$ cat src/rtl/cfg_rec_pkg.sv
package cfg_rec_pkg;

  typedef enum logic [2:0] {
    ST_IDLE,
    ST_CFG,
    ST_CHK,
    ST_REF,
    ST_RGAP,
    ST_BYP
  } recState_t;

  // strobes from control to datapath
  typedef struct packed {
    logic startRec;  // capture suspect and retry target
    logic commit;    // retry passed: flag suspect, switch active
    logic refGood;   // rewrite succeeded
    logic refBad;    // rewrite failed or timed out
    logic setPend;   // remember a check failure seen during rewrite
    logic clrPend;   // pending failure consumed
    logic armTmr;    // restart watchdog
  } recStrobe_t;

endpackage

$ cat src/rtl/cfg_rec_datapath.sv
module cfg_rec_datapath
  import cfg_rec_pkg::*;
#(
  parameter int NUM_SRC     = 3,
  parameter int TIMEOUT_CYC = 64,
  parameter int REF_TRIES   = 2,
  localparam int SEL_W = $clog2(NUM_SRC),
  localparam int TMR_W = $clog2(TIMEOUT_CYC + 1),
  localparam int CNT_W = $clog2(REF_TRIES + 1)
) (
  input  logic               clk,
  input  logic               rstN,
  input  recStrobe_t         stb,
  output logic               hasSpare,
  output logic               tmo,
  output logic               refLast,
  output logic               pend,
  output logic [SEL_W-1:0]   activeSrc,
  output logic [SEL_W-1:0]   suspectSrc,
  output logic [SEL_W-1:0]   targetSrc,
  output logic [NUM_SRC-1:0] srcFaulty,
  output logic [NUM_SRC-1:0] srcRetired
);

  logic [TMR_W-1:0] tmr;
  logic [CNT_W-1:0] failCnt [NUM_SRC];
  logic [SEL_W-1:0] spareIdx;

  // rotation search for the next usable memory after the active one
  always_comb begin
    hasSpare = 1'b0;
    spareIdx = '0;
    for (int k = 1; k < NUM_SRC; k++) begin
      int idx;
      idx = int'(activeSrc) + k;
      if (idx >= NUM_SRC) idx = idx - NUM_SRC;
      if (!hasSpare && !srcFaulty[idx]) begin
        hasSpare = 1'b1;
        spareIdx = SEL_W'(idx);
      end
    end
  end

  assign tmo     = (tmr == TMR_W'(TIMEOUT_CYC - 1));
  assign refLast = (failCnt[suspectSrc] == CNT_W'(REF_TRIES - 1));

  // watchdog timer
  always_ff @(posedge clk) begin
    if (!rstN) begin
      tmr <= '0;
    end else if (stb.armTmr) begin
      tmr <= '0;
    end else if (tmr != TMR_W'(TIMEOUT_CYC)) begin
      tmr <= tmr + 1'b1;
    end
  end

  // source bookkeeping
  always_ff @(posedge clk) begin
    if (!rstN) begin
      activeSrc  <= '0;
      suspectSrc <= '0;
      targetSrc  <= '0;
      pend       <= 1'b0;
    end else begin
      if (stb.startRec) begin
        suspectSrc <= activeSrc;
        targetSrc  <= spareIdx;
      end
      if (stb.commit) activeSrc <= targetSrc;
      if (stb.setPend) pend <= 1'b1;
      else if (stb.clrPend) pend <= 1'b0;
    end
  end

  // per-memory flags, one slice per memory
  for (genvar g = 0; g < NUM_SRC; g++) begin : gSrc
    logic isSus;
    assign isSus = (suspectSrc == SEL_W'(g));
    always_ff @(posedge clk) begin
      if (!rstN) begin
        srcFaulty[g]  <= 1'b0;
        srcRetired[g] <= 1'b0;
        failCnt[g]    <= '0;
      end else if (isSus) begin
        if (stb.commit) srcFaulty[g] <= 1'b1;
        if (stb.refGood) begin
          srcFaulty[g] <= 1'b0;
          failCnt[g]   <= '0;
        end
        if (stb.refBad) begin
          if (refLast) srcRetired[g] <= 1'b1;
          else failCnt[g] <= failCnt[g] + 1'b1;
        end
      end
    end
  end

endmodule

$ cat src/rtl/cfg_rec_ctrl.sv
module cfg_rec_ctrl
  import cfg_rec_pkg::*;
(
  input  logic       clk,
  input  logic       rstN,
  input  logic       checkValid,
  input  logic       checkPass,
  input  logic       cfgDone,
  input  logic       refDone,
  input  logic       refOk,
  input  logic       bypassClr,
  input  logic       hasSpare,
  input  logic       tmo,
  input  logic       refLast,
  input  logic       pend,
  output recStrobe_t stb,
  output logic       cfgReq,
  output logic       refReq,
  output logic       bypass,
  output logic       busy
);

  recState_t st, stNext;
  logic checkFail;

  assign checkFail = checkValid && !checkPass;

  always_comb begin
    stNext = st;
    stb    = '0;
    unique case (st)
      ST_IDLE: begin
        if (checkFail || pend) begin
          stb.clrPend = 1'b1;
          if (hasSpare) begin
            stb.startRec = 1'b1;
            stNext = ST_CFG;
          end else begin
            stNext = ST_BYP;
          end
        end
      end
      ST_CFG: begin
        if (cfgDone) stNext = ST_CHK;
        else if (tmo) stNext = ST_BYP;
      end
      ST_CHK: begin
        if (checkValid) begin
          if (checkPass) begin
            stb.commit = 1'b1;
            stNext = ST_REF;
          end else begin
            stNext = ST_BYP;
          end
        end else if (tmo) begin
          stNext = ST_BYP;
        end
      end
      ST_REF: begin
        if (checkFail) stb.setPend = 1'b1;
        if (refDone && refOk) begin
          stb.refGood = 1'b1;
          stNext = ST_IDLE;
        end else if (refDone || tmo) begin
          stb.refBad = 1'b1;
          stNext = refLast ? ST_IDLE : ST_RGAP;
        end
      end
      ST_RGAP: begin
        if (checkFail) stb.setPend = 1'b1;
        stNext = ST_REF;
      end
      ST_BYP: begin
        stb.clrPend = 1'b1;
        if (bypassClr) stNext = ST_IDLE;
      end
      default: stNext = ST_IDLE;
    endcase
    stb.armTmr = (stNext != st);
  end

  always_ff @(posedge clk) begin
    if (!rstN) st <= ST_IDLE;
    else st <= stNext;
  end

  assign cfgReq = (st == ST_CFG);
  assign refReq = (st == ST_REF);
  assign bypass = (st == ST_BYP);
  assign busy   = (st != ST_IDLE) && (st != ST_BYP);

endmodule

$ cat src/rtl/cfg_source_recovery.sv
module cfg_source_recovery
  import cfg_rec_pkg::*;
#(
  parameter int NUM_SRC     = 3,
  parameter int TIMEOUT_CYC = 64,
  parameter int REF_TRIES   = 2,
  localparam int SEL_W = $clog2(NUM_SRC)
) (
  input  logic               clk,
  input  logic               rstN,
  input  logic               checkValid,
  input  logic               checkPass,
  input  logic               cfgDone,
  input  logic               refDone,
  input  logic               refOk,
  input  logic               bypassClr,
  output logic               cfgReq,
  output logic [SEL_W-1:0]   cfgSel,
  output logic               refReq,
  output logic [SEL_W-1:0]   refSel,
  output logic               bypass,
  output logic               busy,
  output logic [SEL_W-1:0]   activeSrc,
  output logic [NUM_SRC-1:0] srcFaulty,
  output logic [NUM_SRC-1:0] srcRetired
);

  recStrobe_t stb;
  logic hasSpare, tmo, refLast, pend;

  cfg_rec_ctrl u_ctrl (
    .clk(clk), .rstN(rstN),
    .checkValid(checkValid), .checkPass(checkPass),
    .cfgDone(cfgDone), .refDone(refDone), .refOk(refOk),
    .bypassClr(bypassClr),
    .hasSpare(hasSpare), .tmo(tmo), .refLast(refLast), .pend(pend),
    .stb(stb),
    .cfgReq(cfgReq), .refReq(refReq), .bypass(bypass), .busy(busy)
  );

  cfg_rec_datapath #(
    .NUM_SRC(NUM_SRC), .TIMEOUT_CYC(TIMEOUT_CYC), .REF_TRIES(REF_TRIES)
  ) u_dp (
    .clk(clk), .rstN(rstN), .stb(stb),
    .hasSpare(hasSpare), .tmo(tmo), .refLast(refLast), .pend(pend),
    .activeSrc(activeSrc), .suspectSrc(refSel), .targetSrc(cfgSel),
    .srcFaulty(srcFaulty), .srcRetired(srcRetired)
  );

endmodule

$ cat config.mk
export PLATFORM = sky130hd
export DESIGN_NAME = cfg_source_recovery
export DESIGN_NICKNAME = d
export VERILOG_FILES = /design/src/rtl/cfg_rec_pkg.sv /design/src/rtl/cfg_rec_datapath.sv /design/src/rtl/cfg_rec_ctrl.sv /design/src/rtl/cfg_source_recovery.sv
export SDC_FILE = /design/constraint.sdc
export NUM_CORES = 1
export LEC_CHECK = 0
export BUFFER_PORTS_ARGS = -buffer_cell sky130_fd_sc_hd__buf_2
export CAP_MARGIN = 30
export CORE_ASPECT_RATIO = 1.5
export CORE_MARGIN = 5
export CORE_UTILIZATION = 51
export DETAILED_ROUTE_END_ITERATION = 7
export PLACE_DENSITY = 0.74
export SYNTH_ARGS = -nofsm -noshare
export SYNTH_HDL_FRONTEND = slang
export SYNTH_SLANG_ARGS = --single-unit
$ cat constraint.sdc
create_clock -name clk -period 2.1 [get_ports clk]
set_input_delay 0.21 -clock clk [delete_from_list [all_inputs] [get_ports clk]]
set_output_delay 0.21 -clock clk [all_outputs]
set_load 0.01 [all_outputs]
==> run metrics, run 1 <==
first-pass GRT wire length=6200 um; initial antenna violation count=0; fraction of layout cells with a size suffix above 1=28.7%; CP endpoint kind=flop; Top Family by Delay on Critical Path=simple AND/OR/NAND/NOR gates; vias in the first global route=1414; worst hold slack=0.300 ns; die span in x=57.2 um; I/O pin count=24; Post-route DRC=0; CP required=2.30 ns; post-synthesis register bit count=31; nets=251; Final Cycle Share=97.5%; pre-CTS worst setup slack=0.0138 ns; WHS Path Cells=2; DRT Pass-1 Iters=4; peak supply drop=0.000426 V; Worst Clk Skew=0.00372 ns; Critical Path, Cell by Cell=ha_4, nand3_2, or3_4, a211o_2, nand2_1, mux2_4, a211oi_2; max-slew violation count=0; TritonCTS clock tree=done; gr ovfl total=0; minimum clock period=2.05 ns; Die Span Y=80.8 um; Max Cap Viol=0; Post-synth ARST share=0%; Worst slew margin=67.2%; syn nets=214; R2R Path End=u_dp.tmr[6]; worst reg2reg path depth=7; Antenna Nets Post-Route=0; Hold Crit Class=primary input to flop; clk_lat worst skew=0.28 ns; Setup WS post-layout=0.0516 ns; post-synth top area cell=dfxtp_1; Placer Congestion=0.935; fin util=66.6%; worst-path fanout max=7; largest stage delay on the critical path=0.39 ns; clk slew on worst S/H paths=0.06 ns; total core area=3190 um2; total power=1260 uW; drt first-iter violations=47; Ant. Diodes=0; total die area=4620 um2; FF-to-FF setup slack=0.05 ns; # placed instances=271; total CTS buffers=5; top cell type's share of synthesized area=29.4%; average routed wire per standard cell=14.0 um; worst reg2reg path startpoint=u_dp.tmr[1]; pwr/cell area=591 nW/um2; fillers=300; Post-synth EDFFs=6; Root Driver=clkbuf_8; Final Hold Vio Count=0; WS Path Type=flop to flop; Total GRT Usage=17.1%; library cells used by synthesis=46; Hold Path End=u_ctrl.st[2]; worst slew pin tran=0.487 ns; Buffers & Inverters on Critical Path=0; hold path startpoint=rstN; Syn Area/Cell=8.43 um2; vias=1548; crit start category=flop; Post-Layout Cell Count=280; Synth-to-Final Area Change=24.8%; largest net degree at the start of global routing=14; vias per cell=5.53; hpwl dp=2840 um; status=finished clean; Synth Flop Type=dfxtp_1; starting density of the core=53.4%; setup violators final=0; synth top area cells=dfxtp_1, edfxtp_1, nor2_1; sequential element share of the synthesized area=40.0%; Leakage=0.000859 uW; H-tree levels=2; final wirelength=3930 um; CTS Buffer Depth=2; # clock sinks=31; Max Fclk=488 MHz; Synth Instances=202; crit path DAT=2.25 ns; number of buffers added on ports=23; Yosys warnings=0; area of the mapped netlist=1700 um2; Rows=25; Critical-path top delay cell=or3_4
worst reg2reg max path, cell delays in order, from the launching register on:
cell	delay [ns]
dfxtp_2	0.36
ha_4	0.14
nand3_2	0.13
or3_4	0.39
a211o_2	0.32
nand2_1	0.09
mux2_4	0.35
a211oi_2	0.20
cells in the final DEF (no fill, tap or decap), drive strengths merged, types with 4 or more instances in the layout:
master / synthesis / final
dfxtp: 25 / 25
o21a: 4 / 4
nand3: 4 / 4
o21ai: 14 / 14
nand2b: 5 / 5
nand2: 13 / 13
ha: 4 / 4
clkbuf: 5 / 7
a21oi: 17 / 17
nor2: 24 / 24
buf: 1 / 36
xnor2: 6 / 6
nand3b: 4 / 4
nor2b: 7 / 7
inv: 9 / 9
edfxtp: 6 / 6
nor3: 15 / 15
synth_stat cells, drive strengths merged, types with 4 or more instances:
| cell | count |
|---|---|
| dfxtp | 25 |
| nor2 | 24 |
| a21oi | 17 |
| nor3 | 15 |
| o21ai | 14 |
| nand2 | 13 |
| inv | 9 |
| nor2b | 7 |
| edfxtp | 6 |
| xnor2 | 6 |
| clkbuf | 5 |
| nand2b | 5 |
| ha | 4 |
| nand3 | 4 |
| nand3b | 4 |
| o21a | 4 |
worst max path at each step:
stage          slack (ns)  depth (start not counted)        start          end
3_3_place_gp         0.06                          7  u_dp.tmr[1]  u_dp.tmr[5]
4_1_cts             0.003                          7  u_dp.tmr[1]  u_dp.tmr[1]
5_1_grt             -0.04                          7  u_dp.tmr[1]  u_dp.tmr[6]
3_5_place_dp         0.01                          7  u_dp.tmr[1]  u_dp.tmr[1]
6_report             0.05                          7  u_dp.tmr[1]  u_dp.tmr[6]
2_1_floorplan        0.06                          7  u_dp.tmr[0]  u_dp.tmr[0]
area by class of cell:
type | instances | area, um2 | area share, %
Clock buffer | 7 | 86.3 | 4.06
Tap cell | 40 | 50.0 | 2.35
Multi-Input combinational cell | 155 | 1050 | 49.4
Sequential cell | 31 | 684 | 32.2
Clock inverter | 1 | 3.75 | 0.177
Timing Repair Buffer | 36 | 213 | 10.0
Inverter | 10 | 37.5 | 1.77
state kept, by name, summed over array words and instances (netlist names), named ones only:
| signal | flops |
|---|---|
| u_ctrl.st | 3 |
| u_dp.activeSrc | 2 |
| u_dp.failCnt | 6 |
| u_dp.pend | 1 |
| u_dp.srcFaulty | 3 |
| u_dp.srcRetired | 3 |
| u_dp.suspectSrc | 2 |
| u_dp.targetSrc | 2 |
| u_dp.tmr | 7 |
power breakdown:
part	internal (uW)	switching (uW)
Sequential	624	17.4
Combinational	73.8	84.4
Clock	262	196
Total	959	298
through the flow:
stage	setup TNS, ns	instance area (um2)
2_1_floorplan	0	1700
3_3_place_gp	0	1930
3_5_place_dp	0	1930
4_1_cts	0	2030
5_1_grt	-0.0540	2130
6_report	0	2130
layer usage:
| layer | up-vias | share of wire [%] | GRT usage (%) |
|---|---|---|---|
| li1 | 795 | - | - |
| met1 | 720 | 43 | 18.8 |
| met2 | 28 | 52 | 31.6 |
| met3 | 5 | 4.3 | 4.29 |
| met4 | 0 | 0.97 | 5.57 |
| met5 | - | 0 | 0 |
kinds of logic after synthesis:
group                      after synthesis  share of synthesized area [%]
AOI/OAI and AO/OA                       51                           19.0
xor gates and xnor gates                 8                           4.11
and+or+nand+nor                         88                           27.8
muxes                                    4                           2.64
adders and majority gates                4                           2.94
buffers and inverters                   16                           3.60
DFF                                     31                           40.0
timing repair:
action / CTS / global route
hold buffers: 0 / 0
pin swaps: 0 / 4
endpoints found under the setup margin: 1 / 25
buffers inserted: 0 / 1
gates resized for setup: 1 / 22
(Power assumes the default switching activity.)
==> inputs of run 2 (changes only) <==
- REMOVE_ABC_BUFFERS: not set -> 1
==> run metrics, run 2 (synthesis gave the netlist of run 1 again) <==
status=finished clean; total power=1370 uW; TritonCTS clock tree=done; commonest cells after routing, fill and taps aside=nor2_1, dfxtp_1, buf_2; Final Hold Vio Count=0; Max Fclk=496 MHz; P_sw=320 uW; largest stage delay on the critical path=0.38 ns; drt first-iter violations=45; crit start category=flop; Antenna Nets Post-Route=0; Critical-path top delay cell=or3_4; pwr/cell area=642 nW/um2; clk slew on worst S/H paths=0.07 ns; final wirelength=4030 um; first-pass GRT wire length=6630 um; Hold Crit Class=primary input to flop; Final Cycle Share=96.1%; Root Driver=clkbuf_8; vias per cell=5.56; Ant. Diodes=0; total CTS buffers=5; # clock sinks=31; max-slew violation count=0; Max Cap Viol=0; WS Path Type=flop to flop; CTS Buffer Depth=2; total core area=3190 um2; clk_lat worst skew=0.29 ns; fraction of layout cells with a size suffix above 1=27.2%; die span in x=57.2 um; average routed wire per standard cell=14.2 um; Die Span Y=80.8 um; fin util=66.7%; worst slew pin tran=0.544 ns; Top Family by Delay on Critical Path=simple AND/OR/NAND/NOR gates; CP required=2.31 ns; Rows=25; Synth-to-Final Area Change=25.1%; Total GRT Usage=18.3%; Worst Clk Skew=0.00655 ns; max reg flops=7; number of buffers added on ports=23; I/O pin count=24; Worst slew margin=63.3%; P_int=1050 uW; worst reg2reg path startpoint=u_dp.tmr[1]; gr ovfl total=0; pre-CTS worst setup slack=0.0104 ns; Buffers & Inverters on Critical Path=0; Post-route DRC=0; nets=254; largest net degree at the start of global routing=14; H-tree levels=2; Post-CTS Hold Buffers=0; DRT Pass-1 Iters=4; crit path DAT=2.22 ns; Largest Register=u_dp.tmr; starting density of the core=53.4%; critical path launch point=u_dp.tmr[1]; biggest regs=u_dp.tmr (7), u_dp.failCnt (6); clock power share=41.5%; CP endpoint kind=flop; Net Sw Frac=23.4%; Setup WS post-layout=0.0823 ns; total die area=4620 um2; fillers=283; worst-path fanout max=7; Critical Path, Cell by Cell=ha_2, nand3_2, or3_4, a211o_2, nand2_1, mux2_4, nor3_2; Placer Congestion=0.882; Leakage=0.000877 uW; setup violators final=0; vias=1574; hold path startpoint=rstN; Reg power frac=46.8%; vias in the first global route=1511; peak supply drop=0.000449 V; combinational fraction of design power=11.7%; initial antenna violation count=0; minimum clock period=2.02 ns; hpwl dp=2920 um
## run 2: cell count changes in the layout (fill, tap and decap cells not counted), moves of 2 or more
cell / before / now
o21ai_1: 2 / 0
ha_1: 1 / 3
buf_4: 13 / 16
o21ai_0: 12 / 14
ha_4: 2 / 0
## run 2: cell type report
cell class / instances / area, um2 / share of cell area (%)
clock buffer: 5 / 68.8 / 3.23
clock inverter: 3 / 38.8 / 1.82
inverter: 10 / 37.5 / 1.76
multi-input combinational: 155 / 1020 / 47.7
sequential: 31 / 683 / 32.1
tap: 40 / 50.0 / 2.35
timing repair buffer: 39 / 235 / 11.0
## run 2: worst paths after layout
kind	end	slack, ns	cells after the start
setup / recovery	u_dp.tmr[1]	0.08	7
hold / removal	u_ctrl.st[2]	0.29	2
setup reg to reg	u_dp.tmr[1]	0.08	7
hold reg to reg	u_dp.srcRetired[0]	0.46	1
## run 2: per-layer routing
metal,share of wire (%),GRT usage [%],up-vias
met1,41,20.4,732
li1,-,-,799
met4,2.0,9.05,0
met5,0,0,-
met3,5.0,4.45,8
met2,52,32.2,35
## run 2: power by group through the flow
stage / Combinational (uW) / Sequential, uW / Clock [uW]
after detailed placement: 148 / 652 / 0
after floorplan: 90.7 / 651 / 0
after global routing: 178 / 642 / 615
after global placement: 146 / 651 / 0
final: 160 / 640 / 567
after CTS: 151 / 639 / 577
## run 2: timing repair
| action | CTS | global route |
|---|---|---|
| gates resized for setup | 2 | 12 |
| endpoints found under the setup margin | 3 | 19 |
| setup buffers | 0 | 3 |
| pin swaps | 0 | 4 |
## run 2: worst reg2reg max path, cell delays in order, from the launching register on
cell     delay, ns
dfxtp_2       0.34
ha_2          0.19
nand3_2       0.10
or3_4         0.38
a211o_2       0.31
nand2_1       0.08
mux2_4        0.36
nor3_2        0.18
## run 2: metrics by stage
| step | hold WS (ns) | area [um2] | cells | TNS [ns] |
|---|---|---|---|---|
| 3_5_place_dp | 0.452 | 1940 | 272 | 0 |
| 2_1_floorplan | 0.328 | 1680 | 196 | 0 |
| 6_report | 0.293 | 2130 | 283 | 0 |
| 4_1_cts | 0.285 | 2050 | 280 | 0 |
| 5_1_grt | 0.289 | 2130 | 283 | -0.00968 |
| 3_3_place_gp | 0.442 | 1940 | 272 | 0 |
==> inputs of run 3 (changes only) <==
- SYNTH_HIERARCHICAL: not set -> 1
==> run metrics, run 3 <==
Synth top cells by count=dfxtp_1, nand2_1, nor2_1; crit start category=flop; Synth Flop Type=dfxtp_1; Largest Register=u_dp/tmr; Post-synth ARST share=0%; most common cell after layout, fill and taps aside=buf_4; max reg flops=7; P_sw=329 uW; final wirelength=4640 um; area of the mapped netlist=1740 um2; failing checks=negative setup slack; Final Cycle Share=103%; Total GRT Usage=20.4%; top cell type's share of synthesized area=28.8%; vias=1707; H-tree levels=2; post-synth top area cell=dfxtp_1; Buffers & Inverters on Critical Path=3; TritonCTS clock tree=done; hpwl dp=3300 um; commonest cells after routing, fill and taps aside=buf_4, buf_2, dfxtp_1; Worst slew margin=73.7%; DRT Pass-1 Iters=4; CTS Buffer Depth=2; status=finished, violations left; largest net degree at the start of global routing=17; Ant. Diodes=0; max-slew violation count=0; Reg power frac=49.4%; Post-route DRC=0; Syn Area/Cell=8.79 um2; minimum clock period=2.16 ns; largest stage delay on the critical path=0.36 ns; library cells used by synthesis=53; P_int=962 uW; I/O pin count=24; Hold Crit Class=primary input to flop; initial antenna violation count=0; Antenna Nets Post-Route=0; clk slew on worst S/H paths=0.06 ns; clock power share=34.2%; Top Family by Delay on Critical Path=simple AND/OR/NAND/NOR gates; die span in x=57.7 um; pwr/cell area=533 nW/um2; post-synthesis register bit count=31; setup violators final=14; starting density of the core=51.9%; CP endpoint kind=flop; Setup WS post-layout=-0.0579 ns; average routed wire per standard cell=15.4 um; Rows=26; fraction of layout cells with a size suffix above 1=37.7%; total core area=3350 um2; WS Path Type=flop to flop; Post-CTS Hold Buffers=0; cell mode on critical path=buf_4; drt first-iter violations=35; placed cell area=2110 um2; Final Hold Vio Count=0; Synth-to-Final Area Change=39.2%; Die Span Y=81.5 um; Critical Path, Cell by Cell=ha_4, nand3_2, or3_4, inv_4, nor2_4, a211oi_4, buf_4, nand2_2, o311ai_1, buf_4; vias per cell=5.65; Max Cap Viol=0; Net Sw Frac=25.5%; worst-path fanout max=4; combinational fraction of design power=16.4%; total CTS buffers=5; Post-synth EDFFs=6; crit path DAT=2.17 ns; Worst Clk Skew=0.00880 ns; number of buffers added on ports=23; biggest regs=u_dp/tmr (7), u_dp/failCnt (6); CP required=2.11 ns; # clock sinks=31; Root Driver=clkbuf_8; most common cell in the synthesized netlist=dfxtp_1; total die area=4700 um2; sequential element share of the synthesized area=39.1%; clk_lat worst skew=0.29 ns; Critical-path top delay cell=dfxtp_2; Yosys warnings=6; vias in the first global route=1711; Synth Instances=198; worst hold slack=0.369 ns; Leakage=0.00105 uW; RSZ-0062 raised after global routing=true; worst slew pin tran=0.392 ns; cell area after layout=2420 um2; gr ovfl total=0; first-pass GRT wire length=7460 um; peak supply drop=0.000493 V; Placer Congestion=0.816; Max Fclk=463 MHz; synth top area cells=dfxtp_1, edfxtp_1, nand2_1; nets=271
## run 3: area by class of cell
cell class / count / area (um2)
clock buffer: 8 / 80.1
fill: 258 / 928
inverter: 15 / 58.8
multi-input combinational: 146 / 1150
sequential: 31 / 683
tap: 42 / 52.6
timing repair buffer: 60 / 400
## run 3: layer usage
metal  global-route usage (%)  up-vias  routed length (um)
met4                     8.12        0                 102
met2                     40.5       30                2680
met1                     19.9      833                1680
met3                     4.40        9                 176
met5                        0        -                   0
li1                         -      835                   -
## run 3: cells by family after synthesis
logic type,count (synthesis),synth area share [%]
AND/OR/NAND/NOR,84,26.7
buffers and inverters,21,5.10
AO/OA/AOI/OAI,45,18.1
XOR/XNOR,6,3.02
adder cells (fa/ha/maj),4,2.88
multiplexers,7,5.03
flip-flops,31,39.1
## run 3: power groups by stage
stage               Sequential (uW)  Combinational (uW)  Clock (uW)
floorplan                       656                86.2           0
global placement                645                 170           0
detailed placement              646                 174           0
CTS                             638                 199         449
global route                    639                 227         479
finish                          638                 212         442
## run 3: repair_timing
action	CTS	global route
pin swaps	12	7
endpoints found under the setup margin	18	30
resized for setup	29	13
setup buffers	6	2
## run 3: final timing paths
path / end / startpoint / depth (start not counted) / slack (ns)
worst max-delay path: u_dp/failCnt[2][0] / u_dp/tmr[0] / 10 / -0.06
worst min register to register: u_dp/targetSrc[1] / u_dp/targetSrc[1] / 2 / 0.49
worst min-delay path: u_ctrl/st[0] / bypassClr / 4 / 0.37
worst max register to register: u_dp/failCnt[2][0] / u_dp/tmr[0] / 10 / -0.06
## run 3: worst min-delay path: cells and delay by family
| kind | cells | cell delay (ns) |
|---|---|---|
| AND/OR/NAND/NOR | 1 | 0.05 |
| buffers and inverters | 1 | 0.11 |
| AO/OA/AOI/OAI | 2 | 0.23 |
## run 3: through the flow
step / std cells / worst slack (ns) / power, uW / utilization [%] / TNS [ns]
floorplan: 192 / -0.175 / 742 / - / -1.82
global placement: 288 / -0.0753 / 815 / 62.9 / -0.458
detailed placement: 288 / -0.195 / 820 / 62.9 / -1.68
CTS: 302 / -0.145 / 1290 / 70.3 / -0.849
global route: 302 / -0.130 / 1340 / 72.3 / -1.68
finish: 302 / -0.0579 / 1290 / 72.3 / -0.507
